`src/rtl/vint_pkg.sv`:
```
// Shared constants for the interrupt unit.
// Assumes source indices are ordered by rising priority.
package vint_pkg;
    localparam int NSRC    = 5;
    localparam int IDX_BUS = 0;
    localparam int IDX_LO  = 1;
    localparam int IDX_MID = 2;
    localparam int IDX_HI  = 3;
    localparam int IDX_NMI = 4;
    localparam int NMASK   = 3;
    localparam int STAT_W  = NMASK + 4;
endpackage

```
`src/rtl/vint_edge_cap.sv`:
```
// Rising-edge capture latch.
// With QUALIFY=1 the latch also drops whenever the input is low, so a
// pulse that ends before it is consumed is forgotten.
// Assumes the input is already synchronous to clk.
module vint_edge_cap #(
    parameter bit QUALIFY = 1'b0
) (
    input  logic clk,
    input  logic rst_n,
    input  logic din,
    input  logic clr,
    output logic pend
);
    logic din_q;
    logic rise;

    assign rise = din & ~din_q;

    // Delayed copy of the input for edge detection.
    always_ff @(posedge clk) begin
        if (!rst_n) din_q <= 1'b0;
        else        din_q <= din;
    end

    generate
        if (QUALIFY) begin : g_qual
            // Latch a rise; drop on consume or when the input falls.
            always_ff @(posedge clk) begin
                if (!rst_n)            pend <= 1'b0;
                else if (rise)         pend <= 1'b1;
                else if (clr || !din)  pend <= 1'b0;
            end
            // a low input never leaves the latch armed next cycle
            a_r2_low_disarms: assert property (@(posedge clk) disable iff (!rst_n)
                !din |=> !pend);
        end else begin : g_plain
            // Latch a rise; a new edge wins over a clear in the same cycle.
            always_ff @(posedge clk) begin
                if (!rst_n)    pend <= 1'b0;
                else if (rise) pend <= 1'b1;
                else if (clr)  pend <= 1'b0;
            end
        end
    endgenerate

    // every rising edge is remembered
    a_r8_rise_sets: assert property (@(posedge clk) disable iff (!rst_n)
        (din && !din_q) |=> pend);
endmodule

```
`src/rtl/vint_ctrl_regs.sv`:
```
// Per-source disable bits and the global enable flag.
// Assumes accept_mask pulses for one cycle per accepted maskable request.
module vint_ctrl_regs #(
    parameter int NM = 3
) (
    input  logic          clk,
    input  logic          rst_n,
    input  logic          mask_we,
    input  logic [NM-1:0] mask_bits,
    input  logic          ie_set,
    input  logic          ie_clr,
    input  logic          accept_mask,
    output logic [NM-1:0] mask_q,
    output logic          gie_q
);
    // Disable bits: all sources blocked out of reset.
    always_ff @(posedge clk) begin
        if (!rst_n)       mask_q <= '1;
        else if (mask_we) mask_q <= mask_bits;
    end

    // Global enable: acceptance clears first, then explicit commands.
    always_ff @(posedge clk) begin
        if (!rst_n)           gie_q <= 1'b0;
        else if (accept_mask) gie_q <= 1'b0;
        else if (ie_clr)      gie_q <= 1'b0;
        else if (ie_set)      gie_q <= 1'b1;
    end

    // a maskable acceptance always leaves the enable cleared
    a_r7_accept_clears: assert property (@(posedge clk) disable iff (!rst_n)
        accept_mask |=> !gie_q);
    // a mask write lands on the next cycle
    a_r6_mask_load: assert property (@(posedge clk) disable iff (!rst_n)
        mask_we |=> mask_q == $past(mask_bits));
endmodule

```
`src/rtl/vint_prio.sv`:
```
// Fixed-priority picker: the highest set index wins.
// Purely combinational; assumes index order equals priority order.
module vint_prio #(
    parameter int N = 5
) (
    input  logic [N-1:0] elig,
    output logic [N-1:0] grant
);
    // Scan from the top index down and keep the first hit.
    always_comb begin
        logic found;
        grant = '0;
        found = 1'b0;
        for (int i = N - 1; i >= 0; i--) begin
            if (elig[i] && !found) begin
                grant[i] = 1'b1;
                found    = 1'b1;
            end
        end
    end

    // at most one source is granted
    always_comb begin
        a_r5_single_grant: assert ($onehot0(grant));
    end
endmodule

```
`src/rtl/vint_unit.sv`:
```
// Prioritized vectored interrupt unit, top level.
// Samples eligible requests on a boundary and holds the winner in a
// result register until acknowledged. Assumes all inputs are synchronous.
module vint_unit #(
    parameter int          ADDR_W  = 16,
    parameter logic [15:0] VEC_NMI = 16'h0024,
    parameter logic [15:0] VEC_LO  = 16'h002C,
    parameter logic [15:0] VEC_MID = 16'h0034,
    parameter logic [15:0] VEC_HI  = 16'h003C
) (
    input  logic              clk,
    input  logic              rst_n,
    input  logic              req_nmi,
    input  logic              req_edge,
    input  logic              req_mid,
    input  logic              req_lo,
    input  logic              req_bus,
    input  logic              boundary,
    input  logic              mask_we,
    input  logic [3:0]        mask_wdata,
    input  logic              ie_set,
    input  logic              ie_clr,
    input  logic              take_ack,
    output logic              take_valid,
    output logic [ADDR_W-1:0] take_vector,
    output logic              take_push,
    output logic              take_fetch,
    output logic [6:0]        status
);
    import vint_pkg::*;

    logic [NMASK-1:0] mask_q;
    logic             gie_q;
    logic             nmi_arm;
    logic             hi_pend;
    logic [NSRC-1:0]  elig;
    logic [NSRC-1:0]  grant;
    logic             accept;
    logic             accept_mask;
    logic [ADDR_W-1:0] vec_sel;

    vint_ctrl_regs #(.NM(NMASK)) u_regs (
        .clk         (clk),
        .rst_n       (rst_n),
        .mask_we     (mask_we),
        .mask_bits   (mask_wdata[NMASK-1:0]),
        .ie_set      (ie_set),
        .ie_clr      (ie_clr),
        .accept_mask (accept_mask),
        .mask_q      (mask_q),
        .gie_q       (gie_q)
    );

    vint_edge_cap #(.QUALIFY(1'b1)) u_nmi_cap (
        .clk   (clk),
        .rst_n (rst_n),
        .din   (req_nmi),
        .clr   (accept && grant[IDX_NMI]),
        .pend  (nmi_arm)
    );

    vint_edge_cap #(.QUALIFY(1'b0)) u_hi_cap (
        .clk   (clk),
        .rst_n (rst_n),
        .din   (req_edge),
        .clr   ((accept && grant[IDX_HI]) || (mask_we && mask_wdata[3])),
        .pend  (hi_pend)
    );

    // Eligibility of each source at this cycle.
    always_comb begin
        elig          = '0;
        elig[IDX_NMI] = nmi_arm & req_nmi;
        elig[IDX_HI]  = gie_q & ~mask_q[2] & hi_pend;
        elig[IDX_MID] = gie_q & ~mask_q[1] & req_mid;
        elig[IDX_LO]  = gie_q & ~mask_q[0] & req_lo;
        elig[IDX_BUS] = gie_q & req_bus;
    end

    vint_prio #(.N(NSRC)) u_prio (
        .elig  (elig),
        .grant (grant)
    );

    assign accept      = boundary & ~take_valid & (|elig);
    assign accept_mask = accept & ~grant[IDX_NMI];

    // Restart address of the granted source.
    always_comb begin
        vec_sel = '0;
        if (grant[IDX_NMI])      vec_sel = VEC_NMI[ADDR_W-1:0];
        else if (grant[IDX_HI])  vec_sel = VEC_HI[ADDR_W-1:0];
        else if (grant[IDX_MID]) vec_sel = VEC_MID[ADDR_W-1:0];
        else if (grant[IDX_LO])  vec_sel = VEC_LO[ADDR_W-1:0];
    end

    // Result register: load on accept, hold until acknowledged.
    always_ff @(posedge clk) begin
        if (!rst_n) begin
            take_valid  <= 1'b0;
            take_vector <= '0;
            take_push   <= 1'b0;
            take_fetch  <= 1'b0;
        end else if (accept) begin
            take_valid  <= 1'b1;
            take_vector <= vec_sel;
            take_push   <= ~grant[IDX_BUS];
            take_fetch  <= grant[IDX_BUS];
        end else if (take_valid && take_ack) begin
            take_valid  <= 1'b0;
            take_push   <= 1'b0;
            take_fetch  <= 1'b0;
        end
    end

    assign status = {hi_pend, req_mid, req_lo, gie_q, mask_q};

    // a waiting result is frozen until acknowledged
    a_r10_hold: assert property (@(posedge clk) disable iff (!rst_n)
        (take_valid && !take_ack) |=> (take_valid && $stable(take_vector)
                                       && $stable(take_fetch)));
    // results only follow a boundary
    a_r10_after_boundary: assert property (@(posedge clk) disable iff (!rst_n)
        $rose(take_valid) |-> $past(boundary));
    // only the non-maskable source passes while the enable was clear
    a_r7_gated: assert property (@(posedge clk) disable iff (!rst_n)
        ($rose(take_valid) && take_vector != VEC_NMI[ADDR_W-1:0]) |-> $past(gie_q));
    // push and fetch are exclusive on a valid result
    a_r4_kind: assert property (@(posedge clk) disable iff (!rst_n)
        take_valid |-> (take_push ^ take_fetch));
endmodule

```
`config.mk`:
```
export PLATFORM = sky130hd
export DESIGN_NAME = vint_unit
export DESIGN_NICKNAME = d
export VERILOG_FILES = /design/src/rtl/vint_pkg.sv /design/src/rtl/vint_edge_cap.sv /design/src/rtl/vint_ctrl_regs.sv /design/src/rtl/vint_prio.sv /design/src/rtl/vint_unit.sv
export SDC_FILE = /design/constraint.sdc
export NUM_CORES = 1
export LEC_CHECK = 0
export BUFFER_PORTS_ARGS = -buffer_cell sky130_fd_sc_hd__buf_4
export CORE_MARGIN = 2
export CORE_UTILIZATION = 45
export DETAILED_ROUTE_END_ITERATION = 8
export GPL_ROUTABILITY_DRIVEN = 0
export PLACE_DENSITY_LB_ADDON = 0.25
export SLEW_MARGIN = 30
export SYNTH_ARGS = -nofsm -noshare
export SYNTH_HDL_FRONTEND = slang
export SYNTH_SLANG_ARGS = --single-unit
```
`constraint.sdc`:
```
create_clock -name clk -period 1.9 [get_ports clk]
set_input_delay 0.285 -clock clk [delete_from_list [all_inputs] [get_ports clk]]
set_output_delay 0.285 -clock clk [all_outputs]
set_load 0.02 [all_outputs]
```
==> run metrics, run 1 <==
IO buf count 29; vias per cell around 4.8; register bit total from synthesis 14; RSZ-0062 raised after global routing no; Final ANT Viol Nets 0; P per Cell Area around 740 nW/µm²; VDD IR-drop max roughly 0.38 mV; layout cells sized above 1 33.02%; Pwr Total between 600 and 700 µW; Cells after Synth 81; top cell type's share of synthesized area between 30% and 40%; number of I/O pins 42; placed insts approximately 120; Hold Buf Count CTS 0; post-synthesis mux area share 5.614%; TritonCTS Buffers 3; final wirelength approximately 1300 µm; area delta synth->final 25.09%; Tcrit/Tclk final 65.53%; setup ws final 0.6549 ns; core area around 1500 µm²; clk root buf clkbuf_4; Final nets about 120; Pins Over Slew Limit 0; Leakage 0.0004177 µW; largest net degree at the start of global routing 18; Initial Utilization a little under half; hpwl dp around 1000 µm; drt pass-1 iters 4; TritonCTS clock tree built; Crit Path Class reg2reg; most area-consuming cells after synthesis dfxtp_1 (39%), buf_4 (18%), nand2_1 (6.8%), mux2i_1 (5.6%), a41oi_4 (3.9%); DR WL/cell ~11 µm; postcts setup bufs 0; Die Y 43.81 µm; Layout Skew 0.003838 ns; clock sinks 14; die area about 1900 µm²; area leader, netlist dfxtp_1; DRT iter0 DRCs 5; clk buf depth 2; ANT cells 0; Core Rows 14; largest family of logic cells by synthesized area buffers and inverters; final hold vios 0; Crit Path Max Fanout 8; Compound-Gate Fraction of Synth Area between 10% and 20%; Hold WC Path Type in2reg; Post-Layout Cell Count about 120; Post-Syn Area per Cell 8.805 µm²; XOR/XNOR Fraction of Synth Area 0%; adder-cell share of the synthesized area 0%; Worst-Skew Late Latency ~0.28 ns; Data required, critical path 2.11 ns; Fmax around 800 MHz; gr ovfl total 0; Hold Worst Slack 0.2137 ns; vias in the first global route roughly 500; Place WS around 0.61 ns; crit path launch type flop; DR vias 580; DIE WIDTH around 44 µm; final setup vio count 0; Reg clk slew, reported paths around 0.090 ns; crit path capture type flop; setup_tns 0 ns; outcome finished, final reports clean; Arr. time, crit path between 1 and 1.5 ns; htree depth 1; Post-CTS Resized 0; GRT Total Usage roughly 15%; maxcap violations 0; Residual DRC 0; initial antenna violation count 0; count of cell types in the netlist 25; simple-gate portion of the synthesized area 18.07%; fin crit period 1.245 ns; sequential share of the synthesized area about 39%; yosys warns 0; Cell Area, Synth between 700 and 800 µm²; first-pass GRT wire length about 2100 µm
==> report_power, final <==
part | internal (µW) | switching, µW | total, µW
registers | 308 | 10.7 | 319
logic | 53.6 | 72.2 | 126
clock network | 117 | 96.9 | 213
==> per-layer routing <==
metal | global-route usage (%) | wire length, µm | share of wire, % | up-vias
met5 | 0 | 0 | 0 | -
li1 | - | - | - | 294
met1 | 20.31 | 573 | 45 | 259
met4 | 7.273 | 17 | 1.3 | 0
met2 | 22.06 | 600 | 47 | 25
met3 | 2.500 | 96 | 7.5 | 2
==> cell usage in the layout (no fill, tap or decap), drive strengths merged, types with 2 or more instances in the layout <==
master and instances:
dfxtp 14, nand3b 2, clkbuf 4, nand2 13, o211ai 2, o2bb2ai 2, nor2 3, a31oi 3
nor2b 4, o21ai 3, mux2i 4, conb 12, buf 29, inv 2, nand3 2
==> stage by stage <==
step           util, %  area [µm²]
2_1_floorplan        -       754.5
3_3_place_gp     57.48       855.8
3_5_place_dp     57.48       855.8
4_1_cts          59.92       892.1
5_1_grt          59.92       892.1
6_report         59.92       892.1
==> critical path, cell delays in order (launching register included) <==
cell and delay [ns]:
dfxtp_1 0.44, nand3b_1 0.19, a41oi_4 0.33, mux2i_1 0.21
==> sequential cells by signal (all words and copies together), names as in the netlist <==
name,cells
take_fetch,1
take_valid,1
u_regs.mask_q,3
u_hi_cap.pend,1
u_nmi_cap.din_q,1
u_hi_cap.din_q,1
take_vector,3
take_push,1
u_regs.gie_q,1
u_nmi_cap.pend,1
==> logic make-up after synthesis <==
group / after synthesis
other cells: 1
mux: 4
compound gates: 14
buf+inv: 21
simple gates: 27
flops: 14
==> Yosys cell counts, drive strengths merged <==
| cell | number |
|---|---|
| nand3 | 2 |
| a21oi | 1 |
| o22ai | 1 |
| or3 | 1 |
| nand2b | 1 |
| mux2i | 4 |
| o21ai | 3 |
| dfxtp | 14 |
| conb | 1 |
| nand2 | 13 |
| nand3b | 2 |
| nor2 | 3 |
| o211ai | 2 |
| and2 | 1 |
| buf | 18 |
| clkbuf | 1 |
| inv | 2 |
| a41oi | 1 |
| nor2b | 4 |
| o2bb2ai | 2 |
| a31oi | 3 |
| o21a | 1 |
==> final timing paths <==
kind	from	end	slack, ns	cells after the start
worst min-delay path	mask_wdata[0]	u_regs.mask_q[0]$_SDFFE_PN1P_	0.21	3
worst max register to register	u_regs.gie_q$_SDFFE_PP0P_	take_vector[3]$_SDFFE_PN0P_	0.65	3
worst max-delay path	u_regs.gie_q$_SDFFE_PP0P_	take_vector[3]$_SDFFE_PN0P_	0.65	3
worst min register to register	u_nmi_cap.din_q$_SDFF_PN0_	u_nmi_cap.pend$_SDFFE_PN0P_	0.44	1
==> cell type report <==
cell class              instances  area (µm²)
clock buffers                   4       36.28
fillers                       136       596.8
inverters                       2       7.507
multi-input cells              57       330.3
flip-flops and latches         14       280.3
well taps                      16       20.02
repair buffers                 29       217.7
(Power assumes the default switching activity.)
==> inputs of run 2 (changes only) <==
--- a/config.mk
+++ b/config.mk
@@ -7,7 +7,7 @@
 export LEC_CHECK = 0
 export BUFFER_PORTS_ARGS = -buffer_cell sky130_fd_sc_hd__buf_4
 export CORE_MARGIN = 2
-export CORE_UTILIZATION = 45
+export CORE_UTILIZATION = 37
 export DETAILED_ROUTE_END_ITERATION = 8
 export GPL_ROUTABILITY_DRIVEN = 0
 export PLACE_DENSITY_LB_ADDON = 0.25
==> constraint.sdc (replaced) <==
create_clock -name clk -period 1.1 [get_ports clk]
set_input_delay 0.165 -clock clk [delete_from_list [all_inputs] [get_ports clk]]
set_output_delay 0.165 -clock clk [all_outputs]
set_load 0.02 [all_outputs]
==> run 2 against run 1 <==
  * The flow now finishes with violations (setup timing)
  * Register-to-register slack got worse by 0.76 ns
  * Combinational power grew 140%
  * Sequential cell count is the same
  * Largest power group unchanged
  * Fmax up 3.5%
  * Die area rose by 20%
==> run metrics, run 2 (synthesized netlist as in run 1, its figures left out) <==
largest net degree at the start of global routing 12 (-6); met3 routed WL 99 µm (+3.1%); Tcrit/Tclk final 109.4% (+44 points); Worst R2R Setup Slack -0.10 ns (-0.76 ns); crit path capture type flop; DRT iter0 DRCs 4 (-1); Leakage 0.0005082 µW (+22%); Final ANT Viol Nets 0 (unchanged); slowest cell on the critical path dfxtp_2; fin crit period 1.203 ns (-0.04186 ns); commonest non-fill, non-tap cells in the layout buf_4 (39), conb_1 (12), nand2_1 (11), dfxtp_1 (9), dfxtp_2 (5); Initial Utilization 40.43% (-7.5 points); number of I/O pins 42 (unchanged); clk buf depth 2 (unchanged); DR vias 645 (+11%); Crit Path Class reg2reg; die area 2295 µm² (+20%); Layout Skew 0.0008096 ns (-0.003029 ns); drt pass-1 iters 3 (-1); Die Y 47.91 µm (+9.3%); outcome finished, violations left; crit path launch type flop; core area 1764 µm² (+18%); Metal-1 WL 660 µm (+15%); met2 routed WL 808 µm (+35%); Top Registers take_vector (3), u_regs.mask_q (3); clock sinks 14 (unchanged); VDD IR-drop max 0.6723 mV (+79%); HP Start mask_wdata[2]; gr ovfl total 0 (unchanged); TritonCTS clock tree built; hpwl dp 1124 µm (+10%); setup ws final -0.1033 ns (-0.7581 ns); Data required, critical path 1.28 ns (-0.83 ns); vias in the first global route 549 (+10%); Hold Buf Count CTS 0 (unchanged); DIE WIDTH 47.91 µm (+9.3%); Crit Path Max Fanout 6 (-2); ANT cells 0 (unchanged); hold path depth 3 (unchanged); reg2reg end take_valid$_SDFFE_PN0P_; internal power 878.8 µW (+84%); design area 1117 µm² (+25%); final wirelength 1581 µm (+23%); DR WL/cell 10.90 µm (+3.4%); Sequential Power Share 45.2% (-3.2 points); reg-to-reg critical path startpoint u_hi_cap.pend$_SDFFE_PN0P_; Arr. time, crit path 1.38 ns (-0.08 ns); GRT Total Usage 14.54% (-0.18 points); RSZ-0062 raised after global routing yes; crit-path cells nor2b_4 -> o21ai_4 -> a41oi_4 -> buf_12 -> o21a_1; Reg clk slew, reported paths 0.08 ns (about the same); Core Rows 15 (+1); area delta synth->final 56.67%; clk root buf clkbuf_4; CP max stage delay 0.33 ns (-0.11 ns); htree depth 1 (unchanged); failing checks setup timing; Reg2Reg Depth 5 (+2); Switching Share 27.89% (+0.55 points); TritonCTS Buffers 3 (unchanged); P per Cell Area 1091 nW/µm² (+48%); initial antenna violation count 0 (unchanged); Worst-Skew Late Latency 0.28 ns (about the same); Final nets 137 (+11%); Combinational Power Share 24.5% (+5.4 points); first-pass GRT wire length 2249 µm (+4.8%); Pins Over Slew Limit 0 (unchanged); final hold vios 0 (unchanged); IO buf count 29 (unchanged); commonest non-fill, non-tap cell in the layout buf_4; maxcap violations 0 (unchanged); setup_tns -0.4649 ns (-0.4649 ns); Hold WC Path Type in2reg; vias per cell 4.448 (-6.4%); Fmax 831.1 MHz (+3.5%); Residual DRC 0 (unchanged); Hold EP u_regs.mask_q[2]$_SDFFE_PN1P_; Area after DPL 953.4 µm² (+11%); final setup vio count 8 (+8); top sig layer met4; layout cells sized above 1 54.17% (+21 points); P_sw 339.8 µW (+89%); Core Util, Final 63.33% (+3.4 points); clock network power share 30.3% (-2.1 points)
run 2: cell count changes in the layout (fill, tap and decap cells not counted), moves of 3 or more:
cell	delta
buf_4	+10
dfxtp_1	-5
dfxtp_2	+5
buf_6	+3
run 2: what timing repair did:
item,CTS,global route
pin swaps,6,2
setup endpoints to repair,9,12
gates resized for setup,12,9
buffers inserted,2,1
run 2: layer usage:
| layer | GRT usage [%] | vias to the layer above |
|---|---|---|
| met5 | 0 | - |
| met4 | 9.730 | 0 |
| met3 | 3.396 | 2 |
| met2 | 22.40 | 24 |
| met1 | 17.87 | 294 |
| li1 | - | 325 |
run 2: power groups by stage:
stage	registers [µW]	logic, µW	clock network, µW
detailed placement	557	256	0
global route	554	321	418
CTS	550	272	386
floorplan	576	161	0
global placement	556	255	0
finish	551	299	369
run 2: final cells by class:
class | instances | area (µm²)
clock buffer | 4 | 36.28
fill | 147 | 646.9
inverter | 2 | 7.507
multi-input combinational | 57 | 409.1
sequential | 14 | 286.5
tap | 25 | 31.28
timing repair buffer | 43 | 346.6
run 2: worst max-delay path, delay by kind of cell, from the launching register on:
kind	cells	cell delay, ns
AO/OA/AOI/OAI	3	0.48
buffers and inverters	1	0.18
flip-flops	1	0.33
AND/OR/NAND/NOR	1	0.12
run 2: how the worst max path moves through the flow:
stage          depth (start not counted)                          end  slack [ns]                           from
6_report                               5      take_valid$_SDFFE_PN0P_       -0.10     u_hi_cap.pend$_SDFFE_PN0P_
5_1_grt                                4  take_vector[3]$_SDFFE_PN0P_       -0.12  u_regs.mask_q[0]$_SDFFE_PN1P_
4_1_cts                                3  take_vector[3]$_SDFFE_PN0P_       -0.08  u_regs.mask_q[0]$_SDFFE_PN1P_
3_5_place_dp                           3  take_vector[3]$_SDFFE_PN0P_       -0.09      u_regs.gie_q$_SDFFE_PP0P_
3_3_place_gp                           3  take_vector[3]$_SDFFE_PN0P_       -0.06  u_regs.mask_q[0]$_SDFFE_PN1P_
2_1_floorplan                          3  take_vector[3]$_SDFFE_PN0P_       -0.05  u_regs.mask_q[0]$_SDFFE_PN1P_
run 2: metrics by stage:
step / setup WS [ns] / total power, µW / hold WS (ns) / std cells
finish: -0.1033 / 1219 / 0.09774 / 145
global route: -0.1250 / 1293 / 0.08196 / 145
CTS: -0.08083 / 1207 / 0.08318 / 144
detailed placement: -0.08820 / 813.4 / 0.3880 / 138
global placement: -0.06139 / 810.6 / 0.3807 / 138
floorplan: -0.04862 / 737.0 / 0.2934 / 92
==> inputs of run 3 (changes only) <==
==> constraint.sdc (replaced) <==
create_clock -name clk -period 1.1 [get_ports clk]
set_input_delay 0.165 -clock clk [delete_from_list [all_inputs] [get_ports clk]]
set_output_delay 0.165 -clock clk [all_outputs]
set_load 0.05 [all_outputs]
==> run 3 against run 2 <==
  * The flow still finishes with violations (setup timing)
  * Register-to-register slack gained 0.03 ns
  * Cell area shrank 5.0%
  * Cell count shrank 2.1%
  * Clock-buffer cell count is the same
  * Critical path depth is the same
  * Global-route usage grew 0.26 points
  * Sequential cell count is the same
  * Via count shrank 1.7%
  * Largest cell class unchanged
  * Largest power group unchanged
==> run metrics, run 3 (synthesized netlist as in run 1, its figures left out) <==
failing checks setup timing; P per Cell Area 1173 nW/µm² (+7.5%); Data required, critical path 1.29 ns (about the same); Pwr Total 1244 µW (+2.1%); clk root buf clkbuf_4; Core Rows 15 (unchanged); Top Registers take_vector (3), u_regs.mask_q (3); WP depth 5 (unchanged); Layout Skew 0.01161 ns (+0.01080 ns); IO buf count 29 (unchanged); area delta synth->final 48.77%; final hold vios 0 (unchanged); critical path endpoint take_valid$_SDFFE_PN0P_; hpwl dp 1082 µm (-3.8%); vias in the first global route 536 (-2.4%); clock sinks 14 (unchanged); final wirelength 1461 µm (-7.6%); reg2reg end take_valid$_SDFFE_PN0P_; die area 2295 µm² (unchanged); reg-to-reg critical path startpoint u_hi_cap.pend$_SDFFE_PN0P_; Area after DPL 942.2 µm² (-1.2%); Hold Buf Count CTS 0 (unchanged); Reg2Reg Depth 5 (unchanged); vias per cell 4.465 (+0.37%); fillers 155 (+5.4%); DR WL/cell 10.29 µm (-5.6%); DRT iter0 DRCs 9 (+5); VDD IR-drop max 0.7181 mV (+6.8%); RSZ-0062 raised after global routing yes; Crit Path Class reg2reg; Arr. time, crit path 1.37 ns (about the same); drt pass-1 iters 6 (+3); Fmax 849.5 MHz (+2.2%); Final ANT Viol Nets 0 (unchanged); fin crit period 1.177 ns (-0.02607 ns); CP Launch Point u_hi_cap.pend$_SDFFE_PN0P_; TritonCTS Buffers 3 (unchanged); Crit Path Max Fanout 5 (-1); Die Y 47.91 µm (unchanged); Reg clk slew, reported paths 0.09 ns (about the same); Top Family by Delay on Critical Path compound AO/OA/AOI/OAI gates; Hold WC Path Type in2reg; number of buffer and inverter stages on the critical path 1 (unchanged); Core Util, Final 60.14% (-3.2 points); layout cells sized above 1 47.86% (-6.3 points); core area 1764 µm² (unchanged); final setup vio count 8 (unchanged); gr ovfl total 0 (unchanged); Pins Over Slew Limit 0 (unchanged); ANT cells 0 (unchanged); crit path capture type flop; slowest cell on the critical path dfxtp_2; Worst R2R Setup Slack -0.08 ns (+0.03 ns); largest net degree at the start of global routing 12 (unchanged); DIE WIDTH 47.91 µm (unchanged); CP max stage delay 0.32 ns (about the same); TritonCTS clock tree built; outcome finished, violations left; Final nets 134 (-2.2%); DR vias 634 (-1.7%); number of I/O pins 42 (unchanged); clk buf depth 2 (unchanged); Worst-Skew Late Latency 0.29 ns (about the same); Residual DRC 0 (unchanged); htree depth 1 (unchanged); GRT Total Usage 14.80% (+0.26 points); initial antenna violation count 0 (unchanged); Leakage 0.0004819 µW (-5.2%); crit path launch type flop; Initial Utilization 40.43% (unchanged); design area 1061 µm² (-5.0%); first-pass GRT wire length 2270 µm (+0.93%); Tcrit/Tclk final 107.0% (-2.4 points); maxcap violations 0 (unchanged); setup ws final -0.07718 ns (+0.02607 ns); commonest non-fill, non-tap cell in the layout buf_4; commonest non-fill, non-tap cells in the layout buf_4 (35), nand2_1 (12), conb_1 (12), dfxtp_1 (8); crit-path cells nor2b_4 -> o21ai_4 -> a41oi_4 -> buf_6 -> o21a_1
==> run 3: changes by cell type in the layout (fill, tap and decap cells not counted), sizes merged <==
cell / previous run / this run
buf: 43 / 40
==> run 3: layout make-up <==
class / count / area [µm²] / area share, %
clock buffer: 4 / 26.28 / 2.476
inverter: 2 / 7.507 / 0.7075
multi-input combinational: 57 / 377.9 / 35.61
sequential: 14 / 295.3 / 27.83
tap: 25 / 31.28 / 2.948
timing repair buffer: 40 / 322.8 / 30.42
==> run 3: tightest hold or removal path, stage by stage <==
cell	delay, ns
buf_4	0.07
mux2i_1	0.05
nand2_1	0.06
==> run 3: layer usage <==
layer  share of wire (%)  global-route usage [%]  vias to the layer above
li1                    -                       -                      319
met1                  43                   16.40                      280
met2                  47                   24.00                       31
met3                 8.4                   4.906                        4
met4                 2.4                   9.730                        0
met5                   0                       0                        -
==> run 3: worst min-delay path by stage <==
| stage | start | end | slack (ns) | cells after the start |
|---|---|---|---|---|
| finish | mask_wdata[0] | u_regs.mask_q[0]$_SDFFE_PN1P_ | 0.08 | 3 |
| floorplan | mask_wdata[0] | u_regs.mask_q[0]$_SDFFE_PN1P_ | 0.29 | 2 |
| global route | mask_wdata[0] | u_regs.mask_q[0]$_SDFFE_PN1P_ | 0.09 | 3 |
| CTS | mask_wdata[0] | u_regs.mask_q[0]$_SDFFE_PN1P_ | 0.08 | 3 |
| detailed placement | mask_wdata[0] | u_regs.mask_q[0]$_SDFFE_PN1P_ | 0.39 | 3 |
| global placement | mask_wdata[1] | u_regs.mask_q[1]$_SDFFE_PN1P_ | 0.38 | 3 |
==> run 3: stage by stage <==
step,hold WS (ns),std cells,setup WS (ns),TNS (ns)
finish,0.08286,142,-0.07718,-0.3809
floorplan,0.2928,92,-0.08787,-0.3130
global route,0.08610,142,-0.1208,-0.7378
global placement,0.3790,134,-0.03585,-0.1186
detailed placement,0.3884,134,-0.06983,-0.2840
CTS,0.07637,139,-0.1051,-0.4482
==> run 3: repair_timing <==
action	4_1_cts	5_1_grt
resized for setup	8	7
setup endpoints to repair	12	11
buffers inserted	1	3
pin swaps	6	4
==> run 3: report_power, final <==
part / switching (µW) / leakage (µW) / internal [µW]
sequential: 16.2 / 0.000116 / 531
clock: 169 / 0.0000150 / 141
combinational: 253 / 0.000351 / 134
total: 438 / 0.000482 / 806
